### config.mk
export PLATFORM = sky130hd
export DESIGN_NAME = eee_lpi_ctrl
export DESIGN_NICKNAME = d
export VERILOG_FILES = /design/src/rtl/eee_lpi_pkg.sv /design/src/rtl/eee_lpi_tick.sv /design/src/rtl/eee_lpi_evt_qual.sv /design/src/rtl/eee_lpi_fsm.sv /design/src/rtl/eee_lpi_stat.sv /design/src/rtl/eee_lpi_ctrl.sv
export SDC_FILE = /design/constraint.sdc
export NUM_CORES = 1
export LEC_CHECK = 0
export CORE_MARGIN = 3
export CORE_UTILIZATION = 32
export DETAILED_ROUTE_END_ITERATION = 16
export PLACE_DENSITY_LB_ADDON = 0.15
export SYNTH_ARGS = -nofsm -noshare
export SYNTH_HDL_FRONTEND = slang
export SYNTH_SLANG_ARGS = --single-unit
### constraint.sdc
create_clock -name clk_i -period 4.95 [get_ports clk_i]
set_input_delay 0.99 -clock clk_i [delete_from_list [all_inputs] [get_ports clk_i]]
set_output_delay 0.99 -clock clk_i [all_outputs]
set_load 0.005 [all_outputs]
### src/rtl/eee_lpi_pkg.sv
package eee_lpi_pkg;
  localparam int unsigned EVT_N    = 18;
  localparam int unsigned EVT_IN_N = 16;

  localparam int unsigned EV_EARLY_EXIT = 2;
  localparam int unsigned EV_RX_LPI     = 5;
  localparam int unsigned EV_L1_STAT    = 10;
  localparam int unsigned EV_RX_FALL    = 16;
  localparam int unsigned EV_L1_FALL    = 17;

  localparam logic [EVT_N-1:0] ONE_HOT0 = EVT_N'(1);
  localparam logic [EVT_N-1:0] ENTRY_USE =
    ~((ONE_HOT0 << EV_EARLY_EXIT) | (ONE_HOT0 << EV_RX_FALL) | (ONE_HOT0 << EV_L1_FALL));
  localparam logic [EVT_N-1:0] RX_EDGE_SEL = (ONE_HOT0 << EV_RX_LPI) | (ONE_HOT0 << EV_RX_FALL);
  localparam logic [EVT_N-1:0] L1_EDGE_SEL = (ONE_HOT0 << EV_L1_STAT) | (ONE_HOT0 << EV_L1_FALL);

  typedef enum logic {
    ST_ACTIVE = 1'b0,
    ST_LPI    = 1'b1
  } lpi_state_e;
endpackage

### src/rtl/eee_lpi_tick.sv
module eee_lpi_tick #(
  parameter int unsigned DIV = 25
) (
  input  logic clk_i,
  input  logic rst_ni,
  input  logic run_i,
  output logic tick_o
);
  localparam int unsigned PW = (DIV > 1) ? $clog2(DIV) : 1;
  localparam logic [PW-1:0] LAST = PW'(DIV - 1);

  logic [PW-1:0] pre_q;

  always_ff @(posedge clk_i or negedge rst_ni) begin
    if (!rst_ni)              pre_q <= '0;
    else if (!run_i)          pre_q <= '0;
    else if (pre_q == LAST)   pre_q <= '0;
    else                      pre_q <= pre_q + 1'b1;
  end

  assign tick_o = run_i && (pre_q == LAST);

  // ticks are never back to back
  p_tick_gap_r2: assert property (@(posedge clk_i) disable iff (!rst_ni)
    tick_o |=> !tick_o);
endmodule

### src/rtl/eee_lpi_evt_qual.sv
module eee_lpi_evt_qual
  import eee_lpi_pkg::*;
(
  input  logic                clk_i,
  input  logic                rst_ni,
  input  logic [EVT_IN_N-1:0] evt_i,
  input  logic [EVT_N-1:0]    ent_mask_i,
  input  logic [EVT_N-1:0]    ext_mask_i,
  output logic                entry_ok_o,
  output logic                exit_hit_o
);
  logic prev_rx_q, prev_l1_q;
  logic fall_rx, fall_l1;
  logic [EVT_N-1:0] evt_full, ent_term, exit_src;

  always_ff @(posedge clk_i or negedge rst_ni) begin
    if (!rst_ni) begin
      prev_rx_q <= 1'b0;
      prev_l1_q <= 1'b0;
    end else begin
      prev_rx_q <= evt_i[EV_RX_LPI];
      prev_l1_q <= evt_i[EV_L1_STAT];
    end
  end

  assign fall_rx  = prev_rx_q & ~evt_i[EV_RX_LPI];
  assign fall_l1  = prev_l1_q & ~evt_i[EV_L1_STAT];
  assign evt_full = {fall_l1, fall_rx, evt_i};

  // positions not used for entry count as satisfied
  assign ent_term   = evt_full | ent_mask_i | ~ENTRY_USE;
  assign entry_ok_o = &ent_term;

  for (genvar g = 0; g < EVT_N; g++) begin : g_exit_src
    if (RX_EDGE_SEL[g]) begin : g_rx
      assign exit_src[g] = fall_rx;
    end else if (L1_EDGE_SEL[g]) begin : g_l1
      assign exit_src[g] = fall_l1;
    end else begin : g_lvl
      assign exit_src[g] = evt_full[g];
    end
  end

  assign exit_hit_o = |(exit_src & ~ext_mask_i);

  // a status line held high never produces an exit through the edge positions
  p_edge_level_r9: assert property (@(posedge clk_i) disable iff (!rst_ni)
    (evt_i[EV_RX_LPI] && evt_i[EV_L1_STAT] && ((ext_mask_i | RX_EDGE_SEL | L1_EDGE_SEL) == '1))
      |-> !exit_hit_o);
endmodule

### src/rtl/eee_lpi_fsm.sv
module eee_lpi_fsm
  import eee_lpi_pkg::*;
#(
  parameter int unsigned THR_W = 32
) (
  input  logic             clk_i,
  input  logic             rst_ni,
  input  logic             tick_i,
  input  logic             entry_ok_i,
  input  logic             exit_hit_i,
  input  logic             gate_i,
  input  logic [THR_W-1:0] thr_i,
  output logic             run_o,
  output logic             enter_o,
  output logic             lpi_o
);
  lpi_state_e       state_q;
  logic [THR_W-1:0] idle_q;
  logic             reach;

  assign run_o   = (state_q == ST_ACTIVE) && gate_i && entry_ok_i && !exit_hit_i && (thr_i != '0);
  assign reach   = ({1'b0, idle_q} + (THR_W+1)'(1)) >= {1'b0, thr_i};
  assign enter_o = run_o && tick_i && reach;
  assign lpi_o   = (state_q == ST_LPI);

  always_ff @(posedge clk_i or negedge rst_ni) begin
    if (!rst_ni) begin
      state_q <= ST_ACTIVE;
      idle_q  <= '0;
    end else begin
      unique case (state_q)
        ST_ACTIVE: begin
          if (enter_o) begin
            state_q <= ST_LPI;
            idle_q  <= '0;
          end else if (!run_o) begin
            idle_q  <= '0;
          end else if (tick_i) begin
            idle_q  <= idle_q + 1'b1;
          end
        end
        ST_LPI: begin
          idle_q <= '0;
          if (exit_hit_i || !gate_i) state_q <= ST_ACTIVE;
        end
        default: state_q <= ST_ACTIVE;
      endcase
    end
  end

  p_exit_next_r8: assert property (@(posedge clk_i) disable iff (!rst_ni)
    (lpi_o && exit_hit_i) |=> !lpi_o);

  p_thr_zero_r6: assert property (@(posedge clk_i) disable iff (!rst_ni)
    (!lpi_o && thr_i == '0) |=> !lpi_o);

  p_lpi_sticky_r10: assert property (@(posedge clk_i) disable iff (!rst_ni)
    (lpi_o && gate_i && !exit_hit_i) |=> lpi_o);

  p_no_tick_idle_r5: assert property (@(posedge clk_i) disable iff (!rst_ni)
    !entry_ok_i |-> !enter_o);
endmodule

### src/rtl/eee_lpi_stat.sv
module eee_lpi_stat #(
  parameter int unsigned CNT_W = 16
) (
  input  logic             clk_i,
  input  logic             rst_ni,
  input  logic             enter_i,
  output logic [CNT_W-1:0] cnt_o
);
  logic [CNT_W-1:0] cnt_q;

  always_ff @(posedge clk_i or negedge rst_ni) begin
    if (!rst_ni)      cnt_q <= '0;
    else if (enter_i) cnt_q <= cnt_q + 1'b1;
  end

  assign cnt_o = cnt_q;
endmodule

### src/rtl/eee_lpi_ctrl.sv
module eee_lpi_ctrl
  import eee_lpi_pkg::*;
#(
  parameter int unsigned TICK_DIV = 25,
  parameter int unsigned THR_W    = 32,
  parameter int unsigned CNT_W    = 16
) (
  input  logic                clk_i,
  input  logic                rst_ni,
  input  logic [EVT_IN_N-1:0] evt_i,
  input  logic                fw_en_i,
  input  logic                drv_en_i,
  input  logic [EVT_N-1:0]    ent_mask_i,
  input  logic [EVT_N-1:0]    ext_mask_i,
  input  logic [THR_W-1:0]    idle_thr_i,
  output logic                lpi_req_o,
  output logic [CNT_W-1:0]    ent_cnt_o
);
  logic gate, entry_ok, exit_hit, run, tick, enter;

  assign gate = fw_en_i & drv_en_i;

  eee_lpi_evt_qual i_qual (
    .clk_i      (clk_i),
    .rst_ni     (rst_ni),
    .evt_i      (evt_i),
    .ent_mask_i (ent_mask_i),
    .ext_mask_i (ext_mask_i),
    .entry_ok_o (entry_ok),
    .exit_hit_o (exit_hit)
  );

  eee_lpi_tick #(.DIV(TICK_DIV)) i_tick (
    .clk_i  (clk_i),
    .rst_ni (rst_ni),
    .run_i  (run),
    .tick_o (tick)
  );

  eee_lpi_fsm #(.THR_W(THR_W)) i_fsm (
    .clk_i      (clk_i),
    .rst_ni     (rst_ni),
    .tick_i     (tick),
    .entry_ok_i (entry_ok),
    .exit_hit_i (exit_hit),
    .gate_i     (gate),
    .thr_i      (idle_thr_i),
    .run_o      (run),
    .enter_o    (enter),
    .lpi_o      (lpi_req_o)
  );

  eee_lpi_stat #(.CNT_W(CNT_W)) i_stat (
    .clk_i   (clk_i),
    .rst_ni  (rst_ni),
    .enter_i (enter),
    .cnt_o   (ent_cnt_o)
  );

  p_gate_r7: assert property (@(posedge clk_i) disable iff (!rst_ni)
    !(fw_en_i && drv_en_i) |=> !lpi_req_o);

  p_cnt_step_r11: assert property (@(posedge clk_i) disable iff (!rst_ni)
    $rose(lpi_req_o) |-> ent_cnt_o == CNT_W'($past(ent_cnt_o) + 1'b1));

  p_cnt_hold_r11: assert property (@(posedge clk_i) disable iff (!rst_ni)
    !$rose(lpi_req_o) |-> $stable(ent_cnt_o));
endmodule

**Yosys cells after proc, flatten, opt, wreduce, memory -nomap -nowiden**

Cells that the tools add are included.

- $add $sub $neg: 4
- Bitwise gates (word level): 9
- $mul: 0
- Equality and inequality tests: 2
- Magnitude comparators: 1
- Reductions and logical operators: 13
- Shift-type cells: 0
- Multiplexer cells: 9
- Div/mod/pow operators: 0

Operator list:

| kind | count |
|---|---|
| 32-bit 2-to-1 mux | 3 |
| 32-bit case mux with 2 select lines | 1 |
| 32-bit by 1-bit adder with 33-bit output, second input constant | 1 |
| 33-bit by 32-bit greater-or-equal comparator with 1-bit output | 1 |
| 32-bit by 1-bit adder with 32-bit output, second input constant | 1 |
| 32-bit nonzero test | 1 |
| 18-bit AND | 1 |
| 18-bit NOT | 1 |
| 18-bit OR reduction | 1 |
| 16-bit by 1-bit adder with 16-bit output, second input constant | 1 |
| 16-bit bitwise OR | 1 |
| 15-bit AND reduction | 1 |
| 5-bit 2-to-1 mux | 2 |
| 1-bit logical AND | 7 |
| 5-bit by 1-bit adder with 5-bit output, second input constant | 1 |
| 5-bit == test, second input constant | 1 |
| 4-bit by 3-bit inequality test with 1-bit output, second input constant | 1 |
| 1-bit AND | 3 |
| 1-bit NOT | 3 |
| 1-bit logical NOT | 2 |
| 1-bit 2-to-1 mux | 2 |
| 1-bit case mux with 2 select lines | 1 |
| 1-bit logical OR | 1 |

- Bits in latches: 0
- ROM bits: 0
- Word-level logic and storage cells: 44
- Memories: 0
- Register bits after elaboration: 56
- Bits in writable memories: 0

**Longest topological paths before layout**

- Depth after elaboration: 12
- Depth in mapped cells: 16
- Gate-level depth less buffers: 14

**Hierarchy**

A second synthesis with hierarchy kept.

- Cell total of the unflattened synthesis: 458
- Area total of the unflattened synthesis: 4,151.5 µm²

By module, submodules not included:

| module | times used | cells an instance | area an instance (µm²) | seq. area each (µm²) |
|---|---|---|---|---|
| eee_lpi_fsm | 1 | 332 | 2,911.5 | 825.8 |
| eee_lpi_stat | 1 | 56 | 695.7 | 400.4 |
| eee_lpi_tick | 1 | 29 | 285.3 | 125.1 |
| eee_lpi_evt_qual | 1 | 40 | 252.7 | 50.0 |
| eee_lpi_ctrl | 1 | 1 | 6.3 | 0.0 |

**Least setup slack after synthesis**

No wires, ideal clock.

- Path type: register to register
- From: reg i_fsm.idle_q[0]
- To: reg i_fsm.idle_q[5]
- Data arrival time: 3.782 ns
- Cell stages (with the launch flop): 15
- Setup slack: 1.042 ns
- Library setup time: 0.126 ns
- Required time: 4.824 ns
- Period minus slack after synthesis: 3.908 ns
- Path through: dfrtp_1 ha_1 nand4_2 nor4_4 nand2_1 o21ai_0 nand2_1 ha_1 nand4_2 or4_4 nor3b_1 nand4bb_2 buf_2 nor4_1 a221o_1

- Word-level cells in the longest chain between the ends: 5
- Elaborated cells on any way between the ends: 9

Ends and longest elaborated chain:

| what | line | RTL |
|---|---|---|
| start: declaration | eee_lpi_fsm.sv:18 | `logic [THR_W-1:0] idle_q;` |
| start signal: assignment | eee_lpi_fsm.sv:39 | `idle_q <= idle_q + 1'b1;` |
| 32-bit by 1-bit adder with 33-bit output or 32-bit by 1-bit adder with 32-bit output (tied branches) | eee_lpi_fsm.sv:22, eee_lpi_fsm.sv:39 |  |
| 33-bit by 32-bit greater-or-equal comparator with 1-bit output or 32-bit 2-to-1 mux (tied branches) | eee_lpi_fsm.sv:22, eee_lpi_fsm.sv:38 |  |
| 1-bit logical AND or 32-bit 2-to-1 mux (tied branches) | eee_lpi_fsm.sv:23, eee_lpi_fsm.sv:36 |  |
| 32-bit 2-to-1 mux | eee_lpi_fsm.sv:33 | `if (enter_o) begin` |
| 32-bit case mux with 2 select lines | eee_lpi_fsm.sv:31 | `unique case (state_q)` |

Parallel ways exist; a longest one is shown, timed or not. The select of a mux whose other input is x is not followed.
A chain may end at the register's enable or synchronous reset.

**Worst setup path after layout**

- From: reg i_fsm.idle_q[0]
- To: reg i_stat.cnt_q[12], in the netlist i_stat.cnt_o[12]

- Word-level cells in the longest chain between the ends: 3

Ends and longest elaborated chain:

| what | line | RTL |
|---|---|---|
| 32-bit by 1-bit adder with 33-bit output | eee_lpi_fsm.sv:22 | `assign reach = ({1'b0, idle_q} + (THR_W+1)'(1)) >= {1'b0, thr_i};` |
| 33-bit by 32-bit greater-or-equal comparator with 1-bit output | eee_lpi_fsm.sv:22 |  |
| 1-bit logical AND | eee_lpi_fsm.sv:23 | `assign enter_o = run_o && tick_i && reach;` |
| end signal: assignment | eee_lpi_stat.sv:13 | `else if (enter_i) cnt_q <= cnt_q + 1'b1;` |
| end: declaration | eee_lpi_stat.sv:9 | `logic [CNT_W-1:0] cnt_q;` |

Every way passes these cells.

==> metrics.csv <==
stage;metric;value;unit
status;status;finished clean;
setup_path;path_max_fanout;17;
setup_path;crit_type;flip-flop to flip-flop;
sta;worstMarginPinSlew;801;ps
logic_synthesis;synth-seq-cells;56;
sta;fmax;226;MHz
routing;dr_wl_met2;4810;µm
setup_path;cp_slowest_cell;or4_4;
clocking;clk_pin_slew;80;ps
setup_path;crit_path_end_kind;flip-flop;
setup_path;worstPathArrival;4660;ps
routing;via_per_inst;5.03;
routing;drt_iter0_drc;99;
logic_synthesis;ys_async_sr_fraction;1.00;
logic_synthesis;ys_types;52;
sta;finalSetupTns;0;ps
logic_synthesis;synth-warning-count;0;
sta;drv_slew;0;
setup_path;crit_chain;ha_1 -> nand4_2 -> nor4_4 -> nand2_1 -> o21ai_0 -> nand2_1 -> ha_1 -> nand4_2 -> or4_4 -> nor4_2 -> o21a_2 -> o311ai_4 -> nor4_1 -> xor2_1;
setup_path;worstSetupStartpointType;flip-flop;
floorplanning;start_util;0.333;
sta;period_share;0.896;
setup_path;worst_path_largest_cell_delay;610;ps
logic_synthesis;syn_area_per_cell;9.11;µm²
sta;period_needed;4430;ps
min_path;hp-class;flip-flop to flip-flop;
sta;fin_hold_ws;475;ps
flow_run;drv_cap;0;
logic_synthesis;mappedNetlistArea;0.00406;mm²
clocking;cts-root-buf;clkbuf_16;
power_and_ir_drop;p_per_area;173;mW/mm²
layout;areaGrowthSynthToFinish;34.6;%
floorplanning;die_h;119;µm
routing;wl_met3;643;µm
routing;dr.max_layer_used;met4;
clocking;clock-sinks;56;
routing;ant_nets;0;
global_routing;grt_pass1_vias;3758;
sta;finalSetupViolations;0;
logic_synthesis;synth_nets;570;
clocking;h-tree-depth;2;
routing;wl_per_cell;14.7;µm
global_routing;antenna_found_initial;0;
clocking;clkLatencyLatePin;300;ps
floorplanning;num_rows;40;
power_and_ir_drop;p_leak;2.59;nW
sta;slew_headroom;0.465;
min_path;min_from;i_stat.cnt_o[15];
global_routing;grt_start_max_net_pins;57;
setup_path;crit_start;i_fsm.idle_q[0];
global_routing;grt-ovfl-total;0;
logic_synthesis;synth_top_area_frac;0.345;
power_and_ir_drop;ir_drop;0.124;mV
routing;drc;0;
layout;diodes;0;
place;dpl.hpwl;8440;µm
logic_synthesis;synth_fa_ha_area_frac;0.111;
floorplanning;io_pins;105;
logic_synthesis;synthTopCellsByCount;dfrtp_1 (56), inv_1 (45), ha_1 (36);
logic_synthesis;synth-compound-area-share;0.152;
min_path;worstHoldPathCells;1;
place;dp_slack;473;ps
routing;wl_met1;5110;µm
layout;layout-drive-gt1-share;0.0700;
min_path;min_to;i_stat.cnt_o[15];
logic_synthesis;synth-simple-area-share;0.248;
sta;finalHoldViolCount;0;
routing;wirelength;10600;µm
clocking;hold_buffers;0;
floorplanning;die_w;119;µm
global_routing;track_usage;0.155;
clocking;cts_resized;0;
global_routing;grt_pass1_wl;18300;µm
clocking;cts_inserted_buffers;5;
logic_synthesis;yosysSeqAreaShare;0.345;
clocking;post_cts_buffers;0;
floorplanning;die_area;0.0141;mm²
clocking;cts_tree;built;
logic_synthesis;synth_ff_type;dfrtp_1;
logic_synthesis;ys_top_cells_by_area;dfrtp_1 (34%), ha_1 (11%), xor2_1 (5.0%), a22o_1 (4.5%), inv_1 (4.2%);
clocking;cts_buffer_depth;2;
power_and_ir_drop;finalPower;0.000946;W
logic_synthesis;synth_edf_count;0;
setup_path;r2r_end;i_stat.cnt_o[12];
routing;num_vias;3649;
layout;fin_util;0.448;
logic_synthesis;synth.largest_area_cell;dfrtp_1;
logic_synthesis;synth_top_family_by_area;simple AND/OR/NAND/NOR gates;
sta;finalClockSkew;8.36;ps
place;numPortBuffers;101;
logic_synthesis;synth_xor_area_frac;0.0862;
layout;nNetsFinal;680;
floorplanning;core_area;0.0122;mm²
sta;rsz0062_at_grt;no;
setup_path;r2r_start;i_fsm.idle_q[0];
setup_path;crit_required;5180;ps
logic_synthesis;syn_inst;446;
routing;dr.pass1.iters;4;
setup_path;reg2regPathDepth;14;
sta;setup_slack;516;ps
place;gp_congestion;0.776;
setup_path;r2r_setup_slack;520;ps
logic_synthesis;synthMuxAreaShare;0.00277;
logic_synthesis;yosysMostFrequentCell;dfrtp_1;
==> where the power goes <==
part | switching, W | internal (W) | total, W
Combinational | 0.0000447 | 0.0000739 | 0.000119
Sequential | 0.000000162 | 0.000458 | 0.000458
Clock | 0.000178 | 0.000192 | 0.000370
Total | 0.000223 | 0.000724 | 0.000946
==> sequential cells by signal, indices dropped and copies added, names as in the netlist <==
signal	cells
i_fsm.idle_q	32
i_qual.prev_l1_q	1
i_qual.prev_rx_q	1
i_stat.cnt_o	16
i_fsm.lpi_o	1
i_tick.pre_q	5
==> per-layer routing <==
metal	GRT usage	vias to the layer above
met3	0.0340	6
met5	0	-
met2	0.257	93
li1	-	1850
met1	0.209	1700
met4	0.0282	0
==> final cells by class <==
type	instances	area [µm²]
inverters	45	169
repair buffers	113	1100
clock buffers	5	125
multi-input cells	335	2440
well taps	168	210
fillers	1252	6740
clock inverters	3	26.3
flip-flops and latches	56	1400
==> worst max path at each step <==
stage	end	slack, ps
2_1_floorplan	i_fsm.idle_q[5]	1040
3_3_place_gp	i_stat.cnt_o[7]	530
3_5_place_dp	i_stat.cnt_o[12]	470
4_1_cts	i_stat.cnt_o[9]	450
5_1_grt	i_stat.cnt_o[12]	40
6_report	i_stat.cnt_o[12]	520
==> through the flow <==
stage / cells / area, µm²
global placement: 717 / 5320
global route: 725 / 5470
CTS: 725 / 5470
finish: 725 / 5470
floorplan: 446 / 4060
detailed placement: 717 / 5320
==> cells in the final DEF (no fill, tap or decap), types with 16 or more instances in the layout <==
cell type and instances:
nand4_1 19, xor2_1 23, nor4_1 16, nor2_1 22, nand3_1 23, xnor2_1 17, inv_1 45, clkdlybuf4s50_1 100
ha_1 36, nand2_1 35, dfrtp_1 56, a22o_1 21
==> kinds of logic (layout without fill, tap and decap cells) <==
logic type      after synthesis  in the layout
xor+xnor                     40             40
flops                        56             56
simple gates                175            175
compound gates               83             83
buf+inv                      55            166
mux                           1              1
fa+ha+maj                    36             36
==> critical path: cells and delay by family, from the launching register on <==
family                   cells  cell delay, ps
flip-flops                   1             430
XOR/XNOR                     1             170
AND/OR/NAND/NOR              8            2480
adder cells (fa/ha/maj)      2             590
AO/OA/AOI/OAI                3             700
Note: power is estimated with default switching activity, not from simulation.
